$ cat src/rtl/quad_trim_pkg.sv
package quad_trim_pkg;

  localparam int NCH    = 4;
  localparam int CMD_W  = 4;
  localparam int ADDR_W = $clog2(NCH);

  typedef struct packed {
    logic              ld_in;
    logic              ld_dac;
    logic              all_ch;
    logic              upd_all;
    logic              sd_set;
    logic              sd_clr;
    logic              uo_set;
    logic [ADDR_W-1:0] addr;
  } cmd_t;

  function automatic cmd_t decode_cmd(input logic [CMD_W-1:0] c);
    cmd_t d;
    d      = '0;
    d.addr = c[ADDR_W-1:0];
    case (c[CMD_W-1:CMD_W-2])
      2'b00: d.upd_all = (c[1:0] == 2'b01);
      2'b01: d.ld_in   = 1'b1;
      2'b10: begin
        d.ld_in  = 1'b1;
        d.ld_dac = 1'b1;
      end
      default: begin
        case (c[1:0])
          2'b00:   d.sd_set = 1'b1;
          2'b01:   d.sd_clr = 1'b1;
          2'b10:   d.uo_set = 1'b1;
          default: begin
            d.ld_in  = 1'b1;
            d.ld_dac = 1'b1;
            d.all_ch = 1'b1;
          end
        endcase
      end
    endcase
    return d;
  endfunction

  function automatic logic ch_hit(input cmd_t d, input int ch);
    return d.all_ch || (int'(d.addr) == ch);
  endfunction

endpackage

$ cat src/rtl/qt_pin_sync.sv
module qt_pin_sync #(
  parameter int             N       = 3,
  parameter logic [N-1:0]   RST_VAL = '0
) (
  input  logic         clk,
  input  logic         clr_n,
  input  logic [N-1:0] pin,
  output logic [N-1:0] lvl,
  output logic [N-1:0] prv
);

  for (genvar i = 0; i < N; i++) begin : g_bit
    logic s1, s2, s3;
    always_ff @(posedge clk or negedge clr_n) begin
      if (!clr_n) begin
        s1 <= RST_VAL[i];
        s2 <= RST_VAL[i];
        s3 <= RST_VAL[i];
      end else begin
        s1 <= pin[i];
        s2 <= s1;
        s3 <= s2;
      end
    end
    assign lvl[i] = s2;
    assign prv[i] = s3;
  end

endmodule

$ cat src/rtl/qt_frame_shifter.sv
module qt_frame_shifter #(
  parameter int FRAME_W = 12
) (
  input  logic               clk,
  input  logic               clr_n,
  input  logic               din_pin,
  input  logic               cs_active,
  input  logic               cs_begin,
  input  logic               cs_end,
  input  logic               sclk_up,
  input  logic               sclk_down,
  input  logic               dout_mode,
  output logic               frame_done,
  output logic [FRAME_W-1:0] frame_word,
  output logic               dout
);

  localparam int CNT_W   = $clog2(FRAME_W + 2);
  localparam int CNT_SAT = FRAME_W + 1;

  logic             din_s1, din_s2;
  logic [CNT_W-1:0] bit_cnt;
  logic             out_r, out_f;
  logic             shift_en, fall_en;

  assign shift_en = sclk_up && cs_active;
  assign fall_en  = sclk_down && cs_active;

  always_ff @(posedge clk or negedge clr_n) begin
    if (!clr_n) begin
      din_s1 <= 1'b0;
      din_s2 <= 1'b0;
    end else begin
      din_s1 <= din_pin;
      din_s2 <= din_s1;
    end
  end

  always_ff @(posedge clk or negedge clr_n) begin
    if (!clr_n) begin
      frame_word <= '0;
      out_r      <= 1'b0;
    end else if (shift_en) begin
      frame_word <= {frame_word[FRAME_W-2:0], din_s2};
      out_r      <= frame_word[FRAME_W-1];
    end
  end

  always_ff @(posedge clk or negedge clr_n) begin
    if (!clr_n)       out_f <= 1'b0;
    else if (fall_en) out_f <= out_r;
  end

  always_ff @(posedge clk or negedge clr_n) begin
    if (!clr_n)                  bit_cnt <= '0;
    else if (cs_begin || cs_end) bit_cnt <= '0;
    else if (shift_en && (bit_cnt != CNT_W'(CNT_SAT)))
      bit_cnt <= bit_cnt + 1'b1;
  end

  assign frame_done = cs_end && (bit_cnt == CNT_W'(FRAME_W));
  assign dout       = dout_mode ? out_r : out_f;

endmodule

$ cat src/rtl/qt_channel_bank.sv
module qt_channel_bank
  import quad_trim_pkg::*;
#(
  parameter int DW = 8
) (
  input  logic            clk,
  input  logic            clr_n,
  input  logic            wr_en,
  input  cmd_t            cmd,
  input  logic [DW-1:0]   data,
  input  logic            ldac_fall,
  output logic [NCH*DW-1:0] in_flat,
  output logic [NCH*DW-1:0] dac_flat
);

  for (genvar ch = 0; ch < NCH; ch++) begin : g_ch
    logic [DW-1:0] in_q, dac_q;
    logic          sel, wr_in, wr_dac, xfer;

    assign sel    = ch_hit(cmd, ch);
    assign wr_in  = wr_en && cmd.ld_in && sel;
    assign wr_dac = wr_en && cmd.ld_dac && sel;
    assign xfer   = ldac_fall || (wr_en && cmd.upd_all);

    always_ff @(posedge clk or negedge clr_n) begin
      if (!clr_n)     in_q <= '0;
      else if (wr_in) in_q <= data;
    end

    always_ff @(posedge clk or negedge clr_n) begin
      if (!clr_n)       dac_q <= '0;
      else if (wr_dac)  dac_q <= data;
      else if (xfer)    dac_q <= in_q;
    end

    assign in_flat[ch*DW +: DW]  = in_q;
    assign dac_flat[ch*DW +: DW] = dac_q;
  end

endmodule

$ cat src/rtl/quad_trim_dac.sv
module quad_trim_dac
  import quad_trim_pkg::*;
#(
  parameter int DW = 8
) (
  input  logic              clk,
  input  logic              clr_n,
  input  logic              cs_n,
  input  logic              sclk,
  input  logic              din,
  input  logic              ldac_n,
  input  logic              dout_mode,
  output logic              dout,
  output logic [NCH*DW-1:0] dac_code,
  output logic              shdn,
  output logic              user_out
);

  localparam int FRAME_W = CMD_W + DW;
  localparam int P_CS    = 0;
  localparam int P_SCLK  = 1;
  localparam int P_LDAC  = 2;

  logic [2:0]          p_lvl, p_prv;
  logic                cs_begin, cs_end, cs_active;
  logic                sclk_up, sclk_down, ldac_fall;
  logic                frame_done;
  logic [FRAME_W-1:0]  frame_word;
  logic [DW-1:0]       frame_data;
  cmd_t                cmd;
  logic [NCH*DW-1:0]   in_flat;

  qt_pin_sync #(.N(3), .RST_VAL(3'b101)) u_sync (
    .clk   (clk),
    .clr_n (clr_n),
    .pin   ({ldac_n, sclk, cs_n}),
    .lvl   (p_lvl),
    .prv   (p_prv)
  );

  assign cs_active = !p_lvl[P_CS];
  assign cs_begin  = !p_lvl[P_CS] && p_prv[P_CS];
  assign cs_end    = p_lvl[P_CS] && !p_prv[P_CS];
  assign sclk_up   = p_lvl[P_SCLK] && !p_prv[P_SCLK];
  assign sclk_down = !p_lvl[P_SCLK] && p_prv[P_SCLK];
  assign ldac_fall = !p_lvl[P_LDAC] && p_prv[P_LDAC];

  qt_frame_shifter #(.FRAME_W(FRAME_W)) u_shift (
    .clk        (clk),
    .clr_n      (clr_n),
    .din_pin    (din),
    .cs_active  (cs_active),
    .cs_begin   (cs_begin),
    .cs_end     (cs_end),
    .sclk_up    (sclk_up),
    .sclk_down  (sclk_down),
    .dout_mode  (dout_mode),
    .frame_done (frame_done),
    .frame_word (frame_word),
    .dout       (dout)
  );

  assign cmd        = decode_cmd(frame_word[FRAME_W-1:DW]);
  assign frame_data = frame_word[DW-1:0];

  qt_channel_bank #(.DW(DW)) u_bank (
    .clk       (clk),
    .clr_n     (clr_n),
    .wr_en     (frame_done),
    .cmd       (cmd),
    .data      (frame_data),
    .ldac_fall (ldac_fall),
    .in_flat   (in_flat),
    .dac_flat  (dac_code)
  );

  always_ff @(posedge clk or negedge clr_n) begin
    if (!clr_n) begin
      shdn     <= 1'b0;
      user_out <= 1'b0;
    end else if (frame_done) begin
      if (cmd.sd_set)      shdn <= 1'b1;
      else if (cmd.sd_clr) shdn <= 1'b0;
      if (cmd.uo_set)      user_out <= frame_data[0];
    end
  end

endmodule

$ cat config.mk
export PLATFORM = sky130hd
export DESIGN_NAME = quad_trim_dac
export DESIGN_NICKNAME = d
export VERILOG_FILES = /design/src/rtl/quad_trim_pkg.sv /design/src/rtl/qt_pin_sync.sv /design/src/rtl/qt_frame_shifter.sv /design/src/rtl/qt_channel_bank.sv /design/src/rtl/quad_trim_dac.sv
export SDC_FILE = /design/constraint.sdc
export NUM_CORES = 1
export LEC_CHECK = 0
export CORE_MARGIN = 5
export CORE_UTILIZATION = 30
export DETAILED_ROUTE_END_ITERATION = 12
export GPL_TIMING_DRIVEN = 0
export MAX_ROUTING_LAYER = met4
export SYNTH_ARGS = -nofsm -noshare
export SYNTH_HDL_FRONTEND = slang
export SYNTH_SLANG_ARGS = --single-unit
$ cat constraint.sdc
create_clock -name clk -period 4.3 [get_ports clk]
set_clock_uncertainty 0.05 [all_clocks]
set_input_delay 0.86 -clock clk [delete_from_list [all_inputs] [get_ports clk]]
set_output_delay 0.86 -clock clk [all_outputs]
set_load 0.01 [all_outputs]
* Word level (Yosys, flattened, before mapping)
Index checks and enable logic that the tools add are counted.
** Word-level totals
- Input bits :: 7
- Word-level logic and storage cells :: 103
- Flip-flop bits (word level) :: 95
- Output and inout bits :: 35
** Operators by class
- Eq/ne operators :: 9
- Mux-type cells :: 22
- Add/sub/neg operators :: 1
- Reductions and logical operators :: 46
** Operators by type and width (number)
- 8-bit 2-to-1 mux :: 8
- 1-bit logical AND :: 20
- 2-bit nonzero test :: 6
- 2-bit equality test (second input constant) :: 4
- 1-bit 2-to-1 mux :: 8
- 4-bit 2-to-1 mux :: 2
- 2-bit by 1-bit equality test with 1-bit output (second input constant) :: 3
- 2-bit zero test :: 3
- 1-bit logical OR :: 6
- 3-bit 2-to-1 mux :: 2
- 3-bit OR reduction :: 2
- 1-bit zero test :: 5
- 4-bit by 1-bit adder with 4-bit output (second input constant) :: 1
- 4-bit equality test (second input constant) :: 1
- 4-bit inequality test (second input constant) :: 1
- 1-bit one-hot mux with 2 select lines :: 2
- 2-bit AND reduction :: 2
- 2-bit OR reduction :: 2

* Logic depth before layout (Yosys ltp)
- Depth in word-level cells :: 7
- Depth in mapped cells :: 8

* Hierarchy
From an unflattened synthesis, not the netlist that was laid out.
** Unflattened totals
- Cells, all modules :: 288
- Area total of the unflattened synthesis :: 4379.2 um2
** Modules (own cells, without submodules)
- qt_channel_bank :: area each 2989.1 um2, cells each 179, sequential area each 1601.5 um2, times used 1
- qt_frame_shifter :: area each 870.8 um2, cells each 63, sequential area each 500.5 um2, times used 1
- qt_pin_sync :: area each 277.8 um2, cells each 15, sequential area each 232.7 um2, times used 1
- quad_trim_dac :: area each 241.5 um2, cells each 31, sequential area each 50.0 um2, times used 1

* Worst setup path before layout
Ideal clock, no wire load.
- Path type :: input -> output
- Start :: input dout_mode
- End :: output dout
- Buffers on the path :: 0
- Arrival time :: 1.195 ns
- Stages on the path :: 1
- Path slack :: 2.195 ns
- Cells stage by stage :: mux2_2
** On the way
- Cells in the longest elaborated chain, start to end :: 1
** Ends and longest elaborated chain
- from (decl) :: RTL line quad_trim_dac.sv:12 : input logic dout_mode,
- 1-bit 2-to-1 mux :: RTL line qt_frame_shifter.sv:62 : assign dout = dout_mode ? out_r : out_f;
- to (decl) :: RTL line quad_trim_dac.sv:13 : output logic dout,
No other way between the ends.

* Worst setup path in the final report
Same ends and word-level chain as after synthesis.

==> metrics.txt <==
Starting Density 30.6%; initial antenna violation count 0; Post-DP HPWL 5960 um; clock sinks 95; Cell variety after synth 41; slowest stage delay, CP 480 ps; CP endpoint kind output port; Most common cell on crit path clkdlybuf4s50_1; Fill cells 1298; htree depth 3; synthesized area 4070 um^2; Longest Clk Path Bufs 2; vias in the first global route 2849; CP max stage cell clkdlybuf4s50_1; Routability Congestion 0.785; final setup fails 0; Final Power 1950 uW; synthesized flop and latch total 95; R2R depth 7; P_int 1420 uW; DRT antenna net count 0; DRC viols 0; die area 16000 um^2; status finished clean; CTS root buffer clkbuf_16; startpoint of the worst hold path u_shift.din_s1; placed insts 574; total grt overflow 0; Port Buf Inserts 41; type of the tightest min-delay check reg -> reg; synth warn 0; post-CTS sizing 0; syn nets 370; Critical Path RT 3390 ps; max-slew violation count 0; clock network power share 39.6%; max_cap viols 0; Post-Syn Area per Cell 11.4 um^2; die width 126 um; Die Y 126 um; Final Cycle Share 70.4%; area of the core 13300 um^2; Wirelength per Cell 14.7 um; Slew HR 57.1%; Sw Pwr 530 uW; startpoint types input port; power per cell area 389 nW/um^2; worst setup path start dout_mode; Final Util 37.7%; final std cells w/o fill 590; Hold Fails Final Rpt 0; Max IR drop VDD 0.230 mV; I/O pin total 42; Worst Hold Depth 0; combinational share of power 11.6%; layout cells sized above 1 13.5%; switch share 27.2%; worst-path fanout max 1; area grow syn2layout 23.3%; largest net degree at the start of global routing 58; min Tclk post-route 3030 ps; RSZ-0062 raised after global routing no; P_leak 0.00231 uW; CTS tree done; TritonRoute pass-1 iters 4; Mapped Cells 356; crit path kind in -> out; slew of the pin with the lowest slew margin 643 ps; fmax 330 MHz; vias per cell 4.73; Worst-path clk slew 60 ps; first-pass GRT wire length 14700 um; 1st-iter DRT viols 183; r2r startpoint u_shift.frame_word[10]; DR vias 2790; hold_buf cts 0; Diodes inserted 0; row count 42; Seq pwr share 48.8%; Final #Nets 423; final wirelength 8690 um; Clock Latency Late Sink 340 ps; Hold Worst Slack 300 ps; crit path DAT 2120 ps; crit-path cells clkdlybuf4s50_1 > mux2_2 > clkdlybuf4s50_1; post-synthesis sequential area ratio 58.6%; total global-route track usage 11.9%; total setup buffers inserted after CTS 0; CTS Buf Count 9
-- registers in the layout, summed over array words and instances, names as in the netlist --
name and count:
u_shift.frame_word 12, u_shift.din_s1 1, u_bank.g_ch.in_q 32, u_shift.out_f 1, user_out 1, u_shift.out_r 1
u_sync.g_bit.s1 3, u_bank.g_ch.dac_q 32, u_sync.g_bit.s3 3, u_shift.bit_cnt 4, u_shift.din_s2 1, u_sync.g_bit.s2 3
shdn 1
-- cell usage after synthesis, drive strengths merged --
library cell,count,share of area [%]
a211o,1,0.22
a21boi,1,0.18
a31oi,32,5.1
and2,4,0.62
and3,2,0.31
and4,1,0.22
buf,21,2.8
clkbuf,4,0.37
dfrtp,89,55
dfstp,6,3.9
ha,7,2.2
inv,6,0.55
mux2,45,12
nand2,71,6.6
nand2b,2,0.31
nand3,5,0.74
nand3b,2,0.37
nand4,1,0.15
nor2,32,3.0
nor3,2,0.25
nor3b,4,0.86
nor4b,1,0.37
o2111a,1,0.28
o2111ai,1,0.37
o211ai,2,0.83
o21a,1,0.18
o21ai,8,1.3
or3b,1,0.22
xnor2,3,0.65
-- kinds of logic after synthesis --
kind of cell | share of synthesized area [%]
AOI/OAI and AO/OA | 8.40
buffers and inverters | 3.75
and+or+nand+nor | 14.0
DFF | 58.6
xor gates and xnor gates | 0.646
muxes | 12.5
adders and majority gates | 2.15
-- power by group through the flow --
stage	logic, uW	registers (uW)	clock network, uW
after floorplan	130	965	0
after global placement	224	968	0
after detailed placement	230	969	0
after CTS	231	952	793
after global routing	251	956	832
final	226	952	772
-- per-stage QoR --
stage	setup WS, ps	cell area [um^2]	setup TNS [ps]
finish	1270	5010	0
detailed placement	1270	4720	0
CTS	1260	5010	0
global placement	-1130	4700	-100310
floorplan	2190	4070	0
global route	1260	5010	0
-- critical path: cells and delay by family --
family                 cells  cell delay (ps)
multiplexers               1              320
buffers and inverters      2              940
-- metal layers --
metal  GRT usage [%]  vias up  share of wire (%)
met1            14.8     1393                 46
met5               -        -                  0
li1                -     1327                  -
met2            18.0       54                 47
met3            3.40       16                4.5
met4            5.11        0                2.7
-- layout by cell type (no fill, tap or decap), drive strengths merged, types with 2 or more instances in the layout --
cell,count
a31oi,32
and2,4
and3,2
buf,23
clkbuf,15
clkdlybuf4s50,40
clkinvlp,2
dfrtp,89
dfstp,6
ha,7
inv,8
mux2,45
nand2,71
nand2b,2
nand3,5
nand3b,2
nor2,32
nor3,2
nor3b,4
o211ai,2
o21ai,8
xnor2,3
-- layout make-up --
cell class / instances / area (um^2) / share of cell area, %
plain buffers: 25 / 130 / 2.60
flip-flops and latches: 95 / 2380 / 47.6
repair buffers: 42 / 435 / 8.68
clock buffers: 11 / 253 / 5.04
inverters: 6 / 22.5 / 0.449
well taps: 176 / 220 / 4.39
clock inverters: 5 / 37.5 / 0.749
multi-input cells: 230 / 1530 / 30.5
-- final timing paths --
kind / slack [ps] / end
worst min-delay path: 300 / u_shift.din_s2
min in group asynchronous: 450 / u_shift.out_f
worst max-delay path: 1270 / dout
worst min register to register: 300 / u_shift.din_s2
max in group asynchronous: 3130 / u_bank.g_ch[1].in_q[1]
worst max register to register: 2260 / u_bank.g_ch[1].dac_q[6]
Note: power is estimated with default switching activity, not from simulation.
